--- config.mk ---
export PLATFORM = sky130hd
export DESIGN_NAME = bcd_unit
export DESIGN_NICKNAME = d
export VERILOG_FILES = /design/src/rtl/bcd_pkg.sv /design/src/rtl/bcd_add_path.sv /design/src/rtl/bcd_sub_path.sv /design/src/rtl/bcd_neg_path.sv /design/src/rtl/bcd_unit.sv
export SDC_FILE = /design/constraint.sdc
export NUM_CORES = 1
export LEC_CHECK = 0
export ABC_AREA = 0
export BUFFER_PORTS_ARGS = -buffer_cell sky130_fd_sc_hd__buf_2
export CAP_MARGIN = 10
export CORE_MARGIN = 3
export CORE_UTILIZATION = 45
export CTS_BUF_LIST = sky130_fd_sc_hd__clkbuf_2 sky130_fd_sc_hd__clkbuf_4 sky130_fd_sc_hd__clkbuf_8
export DETAILED_ROUTE_END_ITERATION = 6
export GPL_ROUTABILITY_DRIVEN = 0
export HOLD_SLACK_MARGIN = 0.08
export PLACE_DENSITY = 0.74
export REMOVE_ABC_BUFFERS = 1
export SETUP_SLACK_MARGIN = 0.05
export SLEW_MARGIN = 20
export SYNTH_ARGS = -nofsm -noshare
export SYNTH_HDL_FRONTEND = slang
export SYNTH_SLANG_ARGS = --single-unit
--- constraint.sdc ---
create_clock -name clk -period 13.8 [get_ports clk]
set_input_delay 2.76 -clock clk [delete_from_list [all_inputs] [get_ports clk]]
set_output_delay 2.76 -clock clk [all_outputs]
set_load 0.02 [all_outputs]
--- src/rtl/bcd_pkg.sv ---
// Shared types and constants for the packed BCD arithmetic unit.
// Assumes two 4-bit digits per byte; intermediate sums are kept in a
// 12-bit wrap-around space so that borrows appear as large unsigned values.
package bcd_pkg;

    localparam int DIG_W  = 4;
    localparam int BYTE_W = 2 * DIG_W;
    localparam int WIDE_W = 12;

    localparam logic [WIDE_W-1:0] DIGIT_MAX  = 12'h009;
    localparam logic [WIDE_W-1:0] DIGIT_ADJ  = 12'h006;
    localparam logic [WIDE_W-1:0] BYTE_MAX   = 12'h099;
    localparam logic [WIDE_W-1:0] TENS_WRAP  = 12'h0A0;
    localparam logic [BYTE_W-1:0] NEG_BIAS   = 8'h9A;
    localparam logic [DIG_W-1:0]  DIGIT_TEN  = 4'hA;

    typedef enum logic [1:0] {
        OP_ADD     = 2'b00,
        OP_SUB     = 2'b01,
        OP_NEG     = 2'b10,
        OP_NEG_ALT = 2'b11
    } bcd_op_e;

    typedef struct packed {
        logic                wr;
        logic [BYTE_W-1:0]   res;
        logic                x;
        logic                n;
        logic                z;
        logic                v;
        logic                c;
    } bcd_out_t;

    // Low digit of a byte, widened into the intermediate space.
    function automatic logic [WIDE_W-1:0] low_wide(input logic [BYTE_W-1:0] b);
        return WIDE_W'(b[DIG_W-1:0]);
    endfunction

    // High digit of a byte, kept at its tens weight in the intermediate space.
    function automatic logic [WIDE_W-1:0] high_wide(input logic [BYTE_W-1:0] b);
        return WIDE_W'({b[BYTE_W-1:DIG_W], {DIG_W{1'b0}}});
    endfunction

endpackage

--- src/rtl/bcd_add_path.sv ---
// Decimal add of two packed BCD bytes plus extend.
// The units digit is adjusted by six when its sum exceeds nine; a total
// above 0x99 raises carry and is brought back by subtracting 0xA0.
// Non-BCD inputs give a deterministic but unchecked result.
module bcd_add_path
    import bcd_pkg::*;
(
    input  logic [BYTE_W-1:0] src_i,
    input  logic [BYTE_W-1:0] dst_i,
    input  logic              x_i,
    output logic [BYTE_W-1:0] sum_o,
    output logic              carry_o
);

    logic [WIDE_W-1:0] unit_raw;
    logic [WIDE_W-1:0] unit_fix;
    logic [WIDE_W-1:0] full_raw;
    logic [WIDE_W-1:0] full_fix;

    // Units digit sum, decimal adjust, tens digit sum and final wrap.
    always_comb begin
        unit_raw = low_wide(src_i) + low_wide(dst_i) + WIDE_W'(x_i);
        unit_fix = (unit_raw > DIGIT_MAX) ? unit_raw + DIGIT_ADJ : unit_raw;
        full_raw = unit_fix + high_wide(src_i) + high_wide(dst_i);
        carry_o  = (full_raw > BYTE_MAX);
        full_fix = carry_o ? full_raw - TENS_WRAP : full_raw;
        sum_o    = full_fix[BYTE_W-1:0];
    end

endmodule

--- src/rtl/bcd_sub_path.sv ---
// Decimal subtract: destination minus source minus extend.
// A units difference outside 0..9 (unsigned) is corrected by six; a total
// outside 0..0x99 is a borrow and is corrected by adding 0xA0.
// Non-BCD inputs give a deterministic but unchecked result.
module bcd_sub_path
    import bcd_pkg::*;
(
    input  logic [BYTE_W-1:0] src_i,
    input  logic [BYTE_W-1:0] dst_i,
    input  logic              x_i,
    output logic [BYTE_W-1:0] diff_o,
    output logic              borrow_o
);

    logic [WIDE_W-1:0] unit_raw;
    logic [WIDE_W-1:0] unit_fix;
    logic [WIDE_W-1:0] full_raw;
    logic [WIDE_W-1:0] full_fix;

    // Units digit difference, decimal adjust, tens difference and wrap.
    always_comb begin
        unit_raw = low_wide(dst_i) - low_wide(src_i) - WIDE_W'(x_i);
        unit_fix = (unit_raw > DIGIT_MAX) ? unit_raw - DIGIT_ADJ : unit_raw;
        full_raw = unit_fix + high_wide(dst_i) - high_wide(src_i);
        borrow_o = (full_raw > BYTE_MAX);
        full_fix = borrow_o ? full_raw + TENS_WRAP : full_raw;
        diff_o   = full_fix[BYTE_W-1:0];
    end

endmodule

--- src/rtl/bcd_neg_path.sv ---
// Decimal negate: zero minus (operand + extend), formed as 0x9A minus the
// biased operand. A zero outcome suppresses the write and clears carry.
// Otherwise a units digit of 0xA wraps to zero with a carry into the tens
// digit, and overflow marks a sign change caused by that wrap.
module bcd_neg_path
    import bcd_pkg::*;
(
    input  logic [BYTE_W-1:0] dst_i,
    input  logic              x_i,
    output logic [BYTE_W-1:0] res_o,
    output logic              carry_o,
    output logic              neg_o,
    output logic              ovf_o,
    output logic              write_o
);

    logic [BYTE_W-1:0] biased;
    logic [BYTE_W-1:0] diff;
    logic [BYTE_W-1:0] wrapped;
    logic              is_zero;

    // Bias the operand and form the raw nine's-style difference.
    always_comb begin
        biased  = dst_i + BYTE_W'(x_i);
        diff    = NEG_BIAS - biased;
        is_zero = (biased == '0);
    end

    // Wrap a units digit of ten into the tens digit.
    always_comb begin
        if (diff[DIG_W-1:0] == DIGIT_TEN)
            wrapped = {diff[BYTE_W-1:DIG_W] + DIG_W'(1), {DIG_W{1'b0}}};
        else
            wrapped = diff;
    end

    // Select outputs for the zero and nonzero outcomes.
    always_comb begin
        if (is_zero) begin
            res_o   = '0;
            carry_o = 1'b0;
            neg_o   = diff[BYTE_W-1];
            ovf_o   = 1'b0;
            write_o = 1'b0;
        end else begin
            res_o   = wrapped;
            carry_o = 1'b1;
            neg_o   = wrapped[BYTE_W-1];
            ovf_o   = ~diff[BYTE_W-1] & wrapped[BYTE_W-1];
            write_o = 1'b1;
        end
    end

endmodule

--- src/rtl/bcd_unit.sv ---
// Packed BCD add/subtract/negate unit with a one-cycle registered output.
// All three arithmetic paths evaluate in parallel; the opcode picks one.
// Zero is sticky: the outgoing flag is the incoming one ANDed with a zero
// result. Outputs hold while no operation is accepted.
module bcd_unit
    import bcd_pkg::*;
(
    input  logic              clk,
    input  logic              rst_n,
    input  logic              in_valid,
    input  logic [1:0]        op,
    input  logic [BYTE_W-1:0] src,
    input  logic [BYTE_W-1:0] dst,
    input  logic              x_in,
    input  logic              z_in,
    output logic              out_valid,
    output logic [BYTE_W-1:0] result,
    output logic              wr_en,
    output logic              x_out,
    output logic              n_out,
    output logic              z_out,
    output logic              v_out,
    output logic              c_out
);

    logic [BYTE_W-1:0] add_sum, sub_diff, neg_res;
    logic              add_c, sub_b, neg_c, neg_n, neg_v, neg_we;
    bcd_out_t          nxt;
    bcd_out_t          cur;
    bcd_op_e           op_sel;

    bcd_add_path u_add (
        .src_i   (src),
        .dst_i   (dst),
        .x_i     (x_in),
        .sum_o   (add_sum),
        .carry_o (add_c)
    );

    bcd_sub_path u_sub (
        .src_i    (src),
        .dst_i    (dst),
        .x_i      (x_in),
        .diff_o   (sub_diff),
        .borrow_o (sub_b)
    );

    bcd_neg_path u_neg (
        .dst_i   (dst),
        .x_i     (x_in),
        .res_o   (neg_res),
        .carry_o (neg_c),
        .neg_o   (neg_n),
        .ovf_o   (neg_v),
        .write_o (neg_we)
    );

    assign op_sel = bcd_op_e'(op);

    // Pick the active path and build the flag set it defines.
    always_comb begin
        nxt = '0;
        unique case (op_sel)
            OP_ADD: begin
                nxt.res = add_sum;
                nxt.c   = add_c;
                nxt.x   = add_c;
                nxt.n   = add_sum[BYTE_W-1];
                nxt.v   = add_sum[BYTE_W-1];
                nxt.wr  = 1'b1;
            end
            OP_SUB: begin
                nxt.res = sub_diff;
                nxt.c   = sub_b;
                nxt.x   = sub_b;
                nxt.n   = sub_b;
                nxt.v   = 1'b0;
                nxt.wr  = 1'b1;
            end
            OP_NEG, OP_NEG_ALT: begin
                nxt.res = neg_res;
                nxt.c   = neg_c;
                nxt.x   = neg_c;
                nxt.n   = neg_n;
                nxt.v   = neg_v;
                nxt.wr  = neg_we;
            end
            default: nxt = '0;
        endcase
        nxt.z = z_in & (nxt.res == '0);
    end

    // Output register: cleared by reset, loaded on an accepted operation.
    always_ff @(posedge clk) begin
        if (!rst_n) begin
            out_valid <= 1'b0;
            cur       <= '0;
        end else begin
            out_valid <= in_valid;
            if (in_valid)
                cur <= nxt;
        end
    end

    assign result = cur.res;
    assign wr_en  = cur.wr;
    assign x_out  = cur.x;
    assign n_out  = cur.n;
    assign z_out  = cur.z;
    assign v_out  = cur.v;
    assign c_out  = cur.c;

    AST_VALID_LATENCY: assert property (@(posedge clk) disable iff (!rst_n)
        in_valid |=> out_valid);

    AST_IDLE_HOLD: assert property (@(posedge clk) disable iff (!rst_n)
        !in_valid |=> !out_valid && $stable(result) && $stable(wr_en)
                      && $stable({x_out, n_out, z_out, v_out, c_out}));

    AST_Z_NEVER_SET: assert property (@(posedge clk) disable iff (!rst_n)
        in_valid && !z_in |=> !z_out);

    AST_ADD_NV_BIT7: assert property (@(posedge clk) disable iff (!rst_n)
        in_valid && op == OP_ADD |=> n_out == result[BYTE_W-1] && v_out == result[BYTE_W-1]);

    AST_SUB_NO_OVF: assert property (@(posedge clk) disable iff (!rst_n)
        in_valid && op == OP_SUB |=> !v_out && n_out == c_out);

    AST_NEG_SKIP: assert property (@(posedge clk) disable iff (!rst_n)
        in_valid && op[1] && BYTE_W'(dst + BYTE_W'(x_in)) == '0
        |=> !wr_en && result == '0 && !c_out && !x_out && n_out && !v_out);

    AST_ADDSUB_WRITE: assert property (@(posedge clk) disable iff (!rst_n)
        in_valid && !op[1] |=> wr_en);

endmodule

==> flow_metrics.py <==
metrics = {
    "clock_network": {
        "cts_sinks": 14,
        "clock_path_buffers": 2,
        "htree_levels": 1,
        "holdBufCountCts": 0,
        "cts_setup_buffers": 0,
        "post_cts_resized": 0,
        "clkTransAtPathRegs_ps": 60,
        "worstSkewPairLatency_ps": 250,
        "cts_tree": "built",
        "cts_root_buffer": "clkbuf_8",
        "cts_buffers": 3,
    },
    "power_and_ir_drop": {
        "vdd_drop_max_mv": 0.0898,
        "seq_power_share_pct": 9.8,
        "p_per_area_nw_per_um2": 136,
        "internal-power_uw": 235,
        "clkPwrFrac_pct": 8.2,
        "p_leak_uw": 0.00163,
        "power_switching_uw": 256,
        "power.total_uw": 491,
        "power_frac_comb_pct": 82.1,
        "swShare_pct": 52.1,
    },
    "sta": {
        "report.final.hold_viol_count": 0,
        "fin_setup_tns_ps": 0,
        "fmax_mhz": 114,
        "period_minus_slack_ps": 8760,
        "fin_skew_ps": 0,
        "worst_pin_slew_ps": 556,
        "final-setup-viol-count": 0,
        "rsz0062_at_grt": "false",
        "period_share_pct": 63.5,
        "drv_slew": 0,
        "max_slew_margin_pct": 62.5,
        "worst_hold_slack_ps": 487,
    },
    "finish": {
        "num_antenna_cells": 0,
        "n_fill_cell": 714,
        "nets": 540,
        "final_util_pct": 51.7,
        "drive_above_1_share_pct": 13.5,
        "syn_to_final_growth_pct": 8.38,
    },
    "routing": {
        "wl_mm": 8.05,
        "dr.pass1.iters": 5,
        "drc_errors": 0,
        "routedWlPerCell_um": 14.3,
        "routed_via_density": 5.68,
        "via_count": 3205,
        "ant_nets": 0,
        "initialDrtViolationCount": 217,
    },
    "critical_path": {
        "critPathMostFrequentCell": "ha_1",
        "cp_slowest_cell": "fa_1",
        "worst_setup_path_start_kind": "primary input",
        "critPathMaxFanout": 7,
        "critical_path_arrival_ps": 8930,
        "path_class": "in -> reg",
        "cp-end-kind": "register",
        "worstPathRequired_ps": 13970,
        "critPathMaxStageDelay_ps": 520,
    },
    "floorplan": {
        "rows": 30,
        "core_area_sq_um": 6980,
        "die-area_sq_um": 8470,
        "fp.dieH_um": 92.0,
        "start_util_pct": 47.7,
        "pin_count": 38,
        "die_x_um": 92.0,
    },
    "global_routing": {
        "gr-total-overflow": 0,
        "grt_pass1_vias": 3118,
        "antenna_found_initial": 0,
        "grt_pass1_wl_mm": 14.1,
        "grt.total_usage_pct": 19.7,
        "grt_max_degree": 22,
    },
    "yosys": {
        "synthCells": 443,
        "ys_warn_count": 0,
        "syn-cell-area_sq_um": 3330,
        "synth_seq_cells": 14,
        "ys_types": 73,
        "avgSynthCellArea_sq_um": 7.52,
        "synthFlopType": "dfxtp_1",
        "async_flop_share_pct": 0,
        "synth_enable_flop_cells": 0,
        "yosysSeqAreaShare_pct": 8.42,
    },
    "status": {
        "status": "finished, final reports clean",
    },
    "placed_design": {
        "place_hpwl_mm": 6.79,
        "port_buffers": 37,
    },
    "run": {
        "cap_violations": 0,
    },
    "hold_path": {
        "holdCritPathClass": "reg -> reg",
    },
}
-- cell families after synthesis --
group           share of synthesized area [%]
compound gates                           24.8
mux                                      5.11
buf+inv                                  7.18
fa+ha+maj                                20.3
flops                                    8.42
other cells                             0.113
xor+xnor                                 11.5
simple gates                             22.6
-- registers in the layout, indices dropped and copies added (netlist names) --
register   cells
wr_en          1
x_out          1
result         8
v_out          1
n_out          1
z_out          1
out_valid      1
-- per-stage QoR --
step / cell area [sq um] / worst slack (ps) / cells
after floorplan: 3250 / 5560 / 427
after global placement: 3550 / 5080 / 560
after detailed placement: 3550 / 4800 / 560
after CTS: 3610 / 5030 / 564
after global routing: 3610 / 4480 / 564
final: 3610 / 5040 / 564
-- cell usage in the layout (no fill, tap or decap), types with 14 or more instances in the layout --
master | netlist | final
buf_2 | 1 | 37
nand2_1 | 37 | 37
nor2_1 | 37 | 37
a21oi_1 | 31 | 31
ha_1 | 38 | 38
o21ai_0 | 23 | 23
dfxtp_1 | 14 | 14
inv_1 | 42 | 42
nand3_1 | 15 | 15
xnor2_1 | 25 | 25
-- path summary, 6_finish.rpt --
check | startpoint | end | slack, ps | cells past startpoint
worst max-delay path | dst[0] | z_out | 5040 | 29
worst min-delay path | result[2] | result[2] | 490 | 2
worst max register to register | wr_en | wr_en | 13090 | 2
worst min register to register | result[2] | result[2] | 490 | 2
-- layout make-up --
class | instances | area [sq um] | share of cell area [%]
multi-input combinational | 371 | 2810 | 77.9
clock buffer | 4 | 55.1 | 1.53
sequential | 14 | 280 | 7.77
tap | 96 | 120 | 3.33
timing repair buffer | 37 | 185 | 5.13
inverter | 42 | 158 | 4.37
-- power by group through the flow --
stage	sequential, uW	clock (uW)	combinational (uW)
6_report	48.0	40.1	403
5_1_grt	48.7	43.5	455
4_1_cts	48.0	40.8	400
3_5_place_dp	48.9	0	397
3_3_place_gp	48.7	0	389
2_1_floorplan	55.7	0	310
-- cells in the mapped netlist, drive strengths merged, types with 6 or more instances --
| master | instances | share of area [%] |
|---|---|---|
| ha | 38 | 14 |
| nand3 | 15 | 2.3 |
| nor4 | 6 | 1.1 |
| xnor2 | 26 | 7.1 |
| a211oi | 9 | 2.7 |
| nor3 | 9 | 1.5 |
| nand2b | 14 | 2.7 |
| a21oi | 32 | 5.1 |
| nor2 | 38 | 4.4 |
| xor2 | 12 | 3.7 |
| clkbuf | 12 | 1.4 |
| dfxtp | 14 | 8.4 |
| and2 | 7 | 1.3 |
| fa | 10 | 6.0 |
| nand2 | 37 | 4.2 |
| mux2i | 12 | 4.0 |
| o21a | 6 | 1.4 |
| o21ai | 23 | 3.5 |
| inv | 42 | 4.7 |
-- layer usage --
| metal | track usage [%] | vias to the layer above | part of all wire (%) |
|---|---|---|---|
| met5 | 0 | - | 0 |
| met4 | 4.08 | 0 | 1.6 |
| met3 | 2.21 | 14 | 4.0 |
| met2 | 34.5 | 82 | 48 |
| met1 | 26.1 | 1485 | 46 |
| li1 | - | 1624 | - |
-- critical path, delay by kind of cell --
family,cells,cell delay (ps)
AO/OA/AOI/OAI,7,1410
XOR/XNOR,1,120
adder cells (fa/ha/maj),6,2180
buffers and inverters,3,260
multiplexers,3,750
AND/OR/NAND/NOR,9,1430
No activity file was read; power rests on OpenSTA's default activity.
